### src/rtl/hbw_pkg.sv
package hbw_pkg;
  typedef enum logic [2:0] {
    TGT_NONE  = 3'd0,
    TGT_IO    = 3'd1,
    TGT_CADDR = 3'd2,
    TGT_CDATA = 3'd3,
    TGT_IACK  = 3'd4
  } tgt_e;
endpackage

### src/rtl/hbw_decode.sv
module hbw_decode
  import hbw_pkg::*;
#(
  parameter int unsigned ADDR_W = 24,
  parameter int unsigned BE_W = 4,
  parameter logic [ADDR_W-1:0] IO_LIMIT = 24'hc00000,
  parameter logic [ADDR_W-1:0] CADDR_OFF = 24'hc00cf8,
  parameter logic [ADDR_W-1:0] CDATA_OFF = 24'he00cfc,
  parameter logic [ADDR_W-1:0] IACK_OFF = 24'hf00000,
  localparam int unsigned LANE_W = $clog2(BE_W)
) (
  input  logic [ADDR_W-1:0] addr_i,
  input  logic              write_i,
  input  logic [BE_W-1:0]   be_i,
  output tgt_e              tgt_o,
  output logic [LANE_W-1:0] lane_o
);
  logic [ADDR_W-LANE_W-1:0] word;
  assign word = addr_i[ADDR_W-1:LANE_W];

  always_comb begin
    lane_o = '0;
    for (int i = BE_W - 1; i >= 0; i--) begin
      if (be_i[i]) lane_o = LANE_W'(i);
    end
  end

  // I/O space overlays the window and wins
  always_comb begin
    if (addr_i < IO_LIMIT)                                       tgt_o = TGT_IO;
    else if (word == CADDR_OFF[ADDR_W-1:LANE_W])                 tgt_o = TGT_CADDR;
    else if (word == CDATA_OFF[ADDR_W-1:LANE_W])                 tgt_o = TGT_CDATA;
    else if (word == IACK_OFF[ADDR_W-1:LANE_W] && !write_i)      tgt_o = TGT_IACK;
    else                                                         tgt_o = TGT_NONE;
  end
endmodule

### src/rtl/hbw_cfg_hook.sv
module hbw_cfg_hook #(
  parameter int unsigned DATA_W = 32,
  parameter logic [7:0] BASE_REG = 8'h40,
  parameter logic [7:0] MAP_REG = 8'h44,
  parameter logic [DATA_W-1:0] MAGIC = 32'h11,
  parameter logic [DATA_W-1:0] GPIO_OFS = 32'h38,
  localparam int unsigned BE_W = DATA_W / 8,
  localparam int unsigned LANE_W = $clog2(BE_W)
) (
  input  logic              clk_i,
  input  logic              rst_ni,
  input  logic              wr_i,
  input  logic [DATA_W-1:0] cfg_addr_i,
  input  logic [LANE_W-1:0] lane_i,
  input  logic [BE_W-1:0]   be_i,
  input  logic [DATA_W-1:0] wdata_i,
  output logic              map_o,
  output logic [DATA_W-1:0] win_o
);
  logic [DATA_W-1:0] mask, val, base_q;
  logic [7:0]        off;
  logic              self_hit;
  logic              unused_bits;

  for (genvar g = 0; g < BE_W; g++) begin : g_mask
    assign mask[8*g +: 8] = {8{be_i[g]}};
  end

  assign val         = wdata_i & mask;
  assign off         = {cfg_addr_i[7:LANE_W], lane_i};
  assign self_hit    = cfg_addr_i[DATA_W-1] && (cfg_addr_i[23:8] == '0);
  assign unused_bits = ^cfg_addr_i[DATA_W-2:24];

  always_ff @(posedge clk_i or negedge rst_ni) begin
    if (!rst_ni) begin
      base_q <= '0;
      map_o  <= 1'b0;
      win_o  <= '0;
    end else if (wr_i && self_hit) begin
      if (off == BASE_REG) base_q <= val;
      if (off == MAP_REG && val == MAGIC) begin
        map_o <= 1'b1;
        win_o <= base_q + GPIO_OFS;
      end
    end
  end
endmodule

### src/rtl/hbw_rsp.sv
module hbw_rsp
  import hbw_pkg::*;
#(
  parameter int unsigned DATA_W = 32,
  parameter int unsigned VEC_W = 8
) (
  input  logic              clk_i,
  input  logic              rst_ni,
  input  logic              valid_i,
  input  logic              write_i,
  input  tgt_e              tgt_i,
  input  logic [DATA_W-1:0] caddr_i,
  input  logic [DATA_W-1:0] cfg_rdata_i,
  input  logic [DATA_W-1:0] io_rdata_i,
  input  logic [VEC_W-1:0]  vec_i,
  output logic              valid_o,
  output logic [DATA_W-1:0] rdata_o,
  output logic              unmapped_o
);
  logic [DATA_W-1:0] rd_mux;

  always_comb begin
    unique case (tgt_i)
      TGT_IO:    rd_mux = io_rdata_i;
      TGT_CADDR: rd_mux = caddr_i;
      TGT_CDATA: rd_mux = cfg_rdata_i;
      TGT_IACK:  rd_mux = DATA_W'(vec_i);
      default:   rd_mux = '1;
    endcase
  end

  always_ff @(posedge clk_i or negedge rst_ni) begin
    if (!rst_ni) begin
      valid_o    <= 1'b0;
      rdata_o    <= '0;
      unmapped_o <= 1'b0;
    end else begin
      valid_o    <= valid_i;
      unmapped_o <= valid_i && (tgt_i == TGT_NONE);
      rdata_o    <= (valid_i && !write_i) ? rd_mux : '0;
    end
  end
endmodule

### src/rtl/hbw_regwin_dec.sv
module hbw_regwin_dec
  import hbw_pkg::*;
#(
  parameter int unsigned ADDR_W = 24,
  parameter int unsigned DATA_W = 32,
  parameter int unsigned VEC_W = 8,
  parameter logic [ADDR_W-1:0] IO_LIMIT = 24'hc00000,
  parameter logic [ADDR_W-1:0] CADDR_OFF = 24'hc00cf8,
  parameter logic [ADDR_W-1:0] CDATA_OFF = 24'he00cfc,
  parameter logic [ADDR_W-1:0] IACK_OFF = 24'hf00000,
  parameter logic [7:0] BASE_REG = 8'h40,
  parameter logic [7:0] MAP_REG = 8'h44,
  parameter logic [DATA_W-1:0] MAGIC = 32'h11,
  parameter logic [DATA_W-1:0] GPIO_OFS = 32'h38,
  localparam int unsigned BE_W = DATA_W / 8,
  localparam int unsigned LANE_W = $clog2(BE_W)
) (
  input  logic              clk_i,
  input  logic              rst_ni,
  input  logic              req_valid_i,
  input  logic              req_write_i,
  input  logic [ADDR_W-1:0] req_addr_i,
  input  logic [BE_W-1:0]   req_be_i,
  input  logic [DATA_W-1:0] req_wdata_i,
  output logic              rsp_valid_o,
  output logic [DATA_W-1:0] rsp_rdata_o,
  output logic              unmapped_o,
  output logic              io_req_o,
  input  logic [DATA_W-1:0] io_rdata_i,
  output logic [DATA_W-1:0] cfg_addr_o,
  output logic              cfg_req_o,
  output logic [LANE_W-1:0] cfg_lane_o,
  input  logic [DATA_W-1:0] cfg_rdata_i,
  output logic              iack_o,
  input  logic [VEC_W-1:0]  iack_vec_i,
  output logic              gpio_map_o,
  output logic [DATA_W-1:0] gpio_addr_o
);
  tgt_e tgt;
  logic caddr_wr;

  hbw_decode #(
    .ADDR_W(ADDR_W), .BE_W(BE_W), .IO_LIMIT(IO_LIMIT),
    .CADDR_OFF(CADDR_OFF), .CDATA_OFF(CDATA_OFF), .IACK_OFF(IACK_OFF)
  ) u_dec (
    .addr_i(req_addr_i), .write_i(req_write_i), .be_i(req_be_i),
    .tgt_o(tgt), .lane_o(cfg_lane_o)
  );

  assign io_req_o  = req_valid_i && (tgt == TGT_IO);
  assign cfg_req_o = req_valid_i && (tgt == TGT_CDATA);
  assign iack_o    = req_valid_i && (tgt == TGT_IACK);
  assign caddr_wr  = req_valid_i && req_write_i && (tgt == TGT_CADDR);

  for (genvar g = 0; g < BE_W; g++) begin : g_caddr
    always_ff @(posedge clk_i or negedge rst_ni) begin
      if (!rst_ni)                     cfg_addr_o[8*g +: 8] <= '0;
      else if (caddr_wr && req_be_i[g]) cfg_addr_o[8*g +: 8] <= req_wdata_i[8*g +: 8];
    end
  end

  hbw_cfg_hook #(
    .DATA_W(DATA_W), .BASE_REG(BASE_REG), .MAP_REG(MAP_REG),
    .MAGIC(MAGIC), .GPIO_OFS(GPIO_OFS)
  ) u_hook (
    .clk_i, .rst_ni,
    .wr_i(cfg_req_o && req_write_i),
    .cfg_addr_i(cfg_addr_o), .lane_i(cfg_lane_o), .be_i(req_be_i),
    .wdata_i(req_wdata_i), .map_o(gpio_map_o), .win_o(gpio_addr_o)
  );

  hbw_rsp #(.DATA_W(DATA_W), .VEC_W(VEC_W)) u_rsp (
    .clk_i, .rst_ni,
    .valid_i(req_valid_i), .write_i(req_write_i), .tgt_i(tgt),
    .caddr_i(cfg_addr_o), .cfg_rdata_i, .io_rdata_i, .vec_i(iack_vec_i),
    .valid_o(rsp_valid_o), .rdata_o(rsp_rdata_o), .unmapped_o
  );
endmodule

### config.mk
export PLATFORM = sky130hd
export DESIGN_NAME = hbw_regwin_dec
export DESIGN_NICKNAME = d
export VERILOG_FILES = /design/src/rtl/hbw_pkg.sv /design/src/rtl/hbw_decode.sv /design/src/rtl/hbw_cfg_hook.sv /design/src/rtl/hbw_rsp.sv /design/src/rtl/hbw_regwin_dec.sv
export SDC_FILE = /design/constraint.sdc
export NUM_CORES = 1
export LEC_CHECK = 0
export ABC_AREA = 1
export CAP_MARGIN = 40
export CORE_MARGIN = 8
export CORE_UTILIZATION = 60
export CTS_BUF_LIST = sky130_fd_sc_hd__clkbuf_8
export DETAILED_ROUTE_END_ITERATION = 10
export DONT_BUFFER_PORTS = 1
export PLACE_DENSITY = 0.82
export SYNTH_ARGS = -nofsm -noshare
export SYNTH_HDL_FRONTEND = slang
export SYNTH_SLANG_ARGS = --single-unit
### constraint.sdc
create_clock -name clk_i -period 1.99 [get_ports clk_i]
set_input_delay 0.2985 -clock clk_i [delete_from_list [all_inputs] [get_ports clk_i]]
set_output_delay 0.2985 -clock clk_i [all_outputs]
set_load 0.03 [all_outputs]
==> reports/qor_table.md <==
| Parameter | Value | Unit |
|---|---|---|
| Number of global-route vias before repair | 7281 | - |
| Detailed placement HPWL | 17.1 | mm |
| Register area | 3280 | sq um |
| Post-synthesis net count | 1184 | - |
| GP Congestion | 0.987 | - |
| Xor/xnor share of the synthesized area | 0.0222 | - |
| Synthesized-area fraction occupied by ao, oa, aoi and oai cells | 0.0314 | - |
| Count of max-cap constraint violations | 0 | - |
| Antenna fix cells | 0 | - |
| Hold WS | -0.468 | ns |
| Simple-gate share of the synthesized area | 0.440 | - |
| Mapped cell area | 7480 | sq um |
| Floorplan die area | 16300 | sq um |
| Count of pins on the block boundary | 240 | - |
| Register area share after synthesis | 0.438 | - |
| Origin of the critical flop-to-flop path | u_hook.base_q[3]$_DFFE_PN0P_ | - |
| Worst reg2reg setup slack | 0.25 | ns |
| CTS H-tree lvls | 4 | - |
| Clock tree buffer depth | 2 | - |
| Failing checks | negative hold slack | - |
| Share of synthesized cell area in full adder, half adder and majority cells | 0.00167 | - |
| Final Max Tran Viols | 0 | - |
| Pin count of the biggest net entering global routing | 132 | - |
| Required time reported for the critical path endpoint | 2.38 | ns |
| Core region area | 12100 | sq um |
| Sink Count | 131 | - |
| Worst slew pin tran | 0.768 | ns |
| Clock slew seen by the registers of the worst setup and hold paths | 0.08 | ns |
| Wire length of the first global-routing pass | 38.3 | mm |
| Register bit count reported by yosys | 131 | - |
| Initial Util | 0.618 | - |
| Design Area, Final | 8690 | sq um |
| Clock group share of total power | 0.428 | - |
| Average detailed-routed wire length per instance | 18.5 | microns |
| Layout area overhead | 16.2 | % |
| Critical path capture point type | register | - |
| Post-synthesis mux area share | 0 | - |
| Post-Route Skew | 0.0164 | ns |
| Commonest cells after routing, fill and taps aside | sky130_fd_sc_hd__nand2_1 (350), sky130_fd_sc_hd__nand3_1 (164), sky130_fd_sc_hd__nor2_1 (148) | - |
| Unrepaired setup endpoints after global routing | no | - |
| Fin crit share | 0.912 | - |
| CP Class | input port to register | - |
| Cell Rows | 40 | - |
| Global Route Usage Sum | 0.299 | - |
| Number of hold buffers added after CTS | 44 | - |
| TritonCTS clock tree | built | - |
| Remaining antenna violation count after routing | 0 | - |
| Post-Synthesis Cells | 1047 | - |
| Overall power consumption | 5.43 | mW |
| Global Route met1 Usage | 0.334 | - |
| Combined area of the multi-input logic cells | 3710 | sq um |
| End-of-flow core utilization | 0.718 | - |
| Routing usage on met3 | 0.0915 | - |
| Inserted Clock Buffers | 17 | - |
| Layout cells sized above 1 | 0.0993 | - |
| Reg2reg path depth | 8 | - |
| Count of endpoints failing setup in the final report | 0 | - |
| GR met2 Demand/Resource | 0.500 | - |
| Cell leakage power | 4.40 | nW |
| Relative slew slack | 0.487 | - |
| Internal | 4.10 | mW |
| Time the final worst path needs with I/O delays and setup | 1.82 | ns |
| Hold crit path type | input port to asynchronous set/reset pin | - |
| Antenna violations before repair | 0 | - |
| Number of vias per cell | 5.79 | - |
| Worst IR Drop VDD | 0.487 | mV |
| Data arrival, critical path | 2.20 | ns |
| Number of hold violations in the final report | 131 | - |
| Net switching component of the power | 1.33 | mW |
| Total vias in the final route | 7502 | - |
| Residual DRC count | 0 | - |
| Y dimension of the die | 128 | microns |
| Warnings from Yosys | 0 | - |
| R2R Path End | u_hook.win_o[16]$_DFFE_PN0P_ | - |
| Final nets | 1253 | - |
| Critical path peak fanout | 14 | - |
| Worst skew pair latency | 0.45 | ns |
| Power density over the cells | 625 | nW/um^2 |
| CTS root buffer | sky130_fd_sc_hd__clkbuf_8 | - |
| Switching part of the total | 0.244 | - |
| Average footprint of a synthesized cell | 7.15 | sq um |
| Filler cells | 1009 | - |
| Portion of total power attributed to combinational logic | 0.061 | - |
| Detailed-router iteration count before antenna repair | 7 | - |
| Number of violations reported at the end of detailed-routing iteration 0 | 539 | - |
| Global-route layer with the greatest usage | met2 | - |
| Commonest non-fill, non-tap cell in the layout | sky130_fd_sc_hd__nand2_1 | - |
| Main combinational cell family by area after synthesis | simple AND/OR/NAND/NOR gates | - |
| Run status | complete, but fails checks | - |
| Number of buffers inserted by port buffering | 0 | - |
| Summed negative setup slack over all endpoints | 0 | ns |
| Placed instance area | 7810 | sq um |
| Final global-route overflow total | 0 | - |
| Detailed Route WL | 24.0 | mm |
| Die width | 128 | microns |
| Maximum frequency from static timing analysis | 0.551 | GHz |
| Count of distinct cell types in the synthesized netlist | 34 | - |
| Element type at the critical path start | input port | - |
| Proportion of power drawn by flip-flops and latches | 0.512 | - |
[logic make-up (layout without fill, tap and decap cells)]
family                   Yosys count  after routing
adder cells (fa/ha/maj)            1              1
buffers and inverters            107            188
AND/OR/NAND/NOR                  744            744
XOR/XNOR                          19             19
flip-flops                       131            131
AO/OA/AOI/OAI                     45             45
[critical path, stage by stage]
cell and delay (ns):
sky130_fd_sc_hd__dlygate4sd3_1 0.60, sky130_fd_sc_hd__nand2_1 0.11, sky130_fd_sc_hd__nand2_1 0.07, sky130_fd_sc_hd__nor2_1 0.09
sky130_fd_sc_hd__nand2_1 0.07, sky130_fd_sc_hd__nor3_1 0.26, sky130_fd_sc_hd__nand2_1 0.11, sky130_fd_sc_hd__nor2_2 0.18
sky130_fd_sc_hd__buf_4 0.22, sky130_fd_sc_hd__nand3_1 0.12, sky130_fd_sc_hd__nand2_1 0.08
[metal layers]
layer  vias to the layer above  routed length (microns)
li1                       3508                        -
met1                      3462                     8770
met2                       430                    11700
met3                       102                     2320
met4                         0                     1200
met5                         -                        0
[final cells by class]
| type | instances | share of cell area |
|---|---|---|
| Multi-Input combinational cell | 809 | 0.427 |
| Sequential cell | 131 | 0.377 |
| Timing Repair Buffer | 91 | 0.0970 |
| Clock buffer | 19 | 0.0301 |
| Inverter | 66 | 0.0285 |
| Tap cell | 168 | 0.0242 |
| Clock inverter | 12 | 0.0163 |
[state kept, by name, indices dropped and copies added, names as in the netlist]
signal            cells
cfg_addr_o           32
u_rsp.valid_o         1
u_rsp.rdata_o        32
u_hook.win_o         32
u_hook.map_o          1
u_hook.base_q        32
u_rsp.unmapped_o      1
[power groups by stage]
| stage | clock network (mW) | logic [mW] | registers (mW) |
|---|---|---|---|
| 6_report | 2.32 | 0.329 | 2.78 |
| 5_1_grt | 2.49 | 0.366 | 2.78 |
| 4_1_cts | 2.34 | 0.318 | 2.78 |
| 3_5_place_dp | 0 | 0.256 | 2.83 |
| 3_3_place_gp | 0 | 0.250 | 2.83 |
| 2_1_floorplan | 0 | 0.229 | 2.82 |
[synthesized netlist by cell type (all sizes together)]
library cell	n	share of area
xnor2	8	0.0094
ha	1	0.0017
dfrtp	131	0.44
nand2	358	0.18
a21boi	1	0.0015
nor3	5	0.0033
nor4	1	0.00084
a21oi	4	0.0027
inv	66	0.033
and3b	1	0.0012
a31oi	1	0.00084
nand4	34	0.030
nor3b	1	0.0010
xor2	11	0.013
o21ai	38	0.025
nor2	167	0.097
buf	30	0.028
nand3	166	0.11
a211oi	1	0.0010
or2	1	0.00084
nand3b	10	0.010
clkbuf	11	0.0055
[per-stage QoR]
| stage | setup WS [ns] | cells |
|---|---|---|
| 6_report | 0.175 | 1296 |
| 2_1_floorplan | 0.215 | 1047 |
| 3_5_place_dp | 0.0421 | 1218 |
| 5_1_grt | 0.0941 | 1296 |
| 4_1_cts | 0.142 | 1293 |
| 3_3_place_gp | 0.115 | 1218 |
[worst max-delay path by stage]
stage	start	endpoint	slack, ns	cells after the start
after detailed placement	req_addr_i[19]	cfg_addr_o[22]$_DFFE_PN0P_	0.04	8
after global placement	req_addr_i[19]	cfg_addr_o[17]$_DFFE_PN0P_	0.11	8
after floorplan	req_addr_i[9]	iack_o	0.21	4
after CTS	req_addr_i[19]	cfg_addr_o[0]$_DFFE_PN0P_	0.14	9
final	req_wdata_i[20]	u_hook.win_o[24]$_DFFE_PN0P_	0.17	11
after global routing	req_be_i[0]	u_hook.win_o[21]$_DFFE_PN0P_	0.09	11
[repair_timing]
action                     in CTS  in global routing
gates resized for setup         0                  1
hold endpoints to repair      165                131
setup buffers                   0                  3
setup endpoints to repair       0                  4
Note: power is estimated with default switching activity, not from simulation.
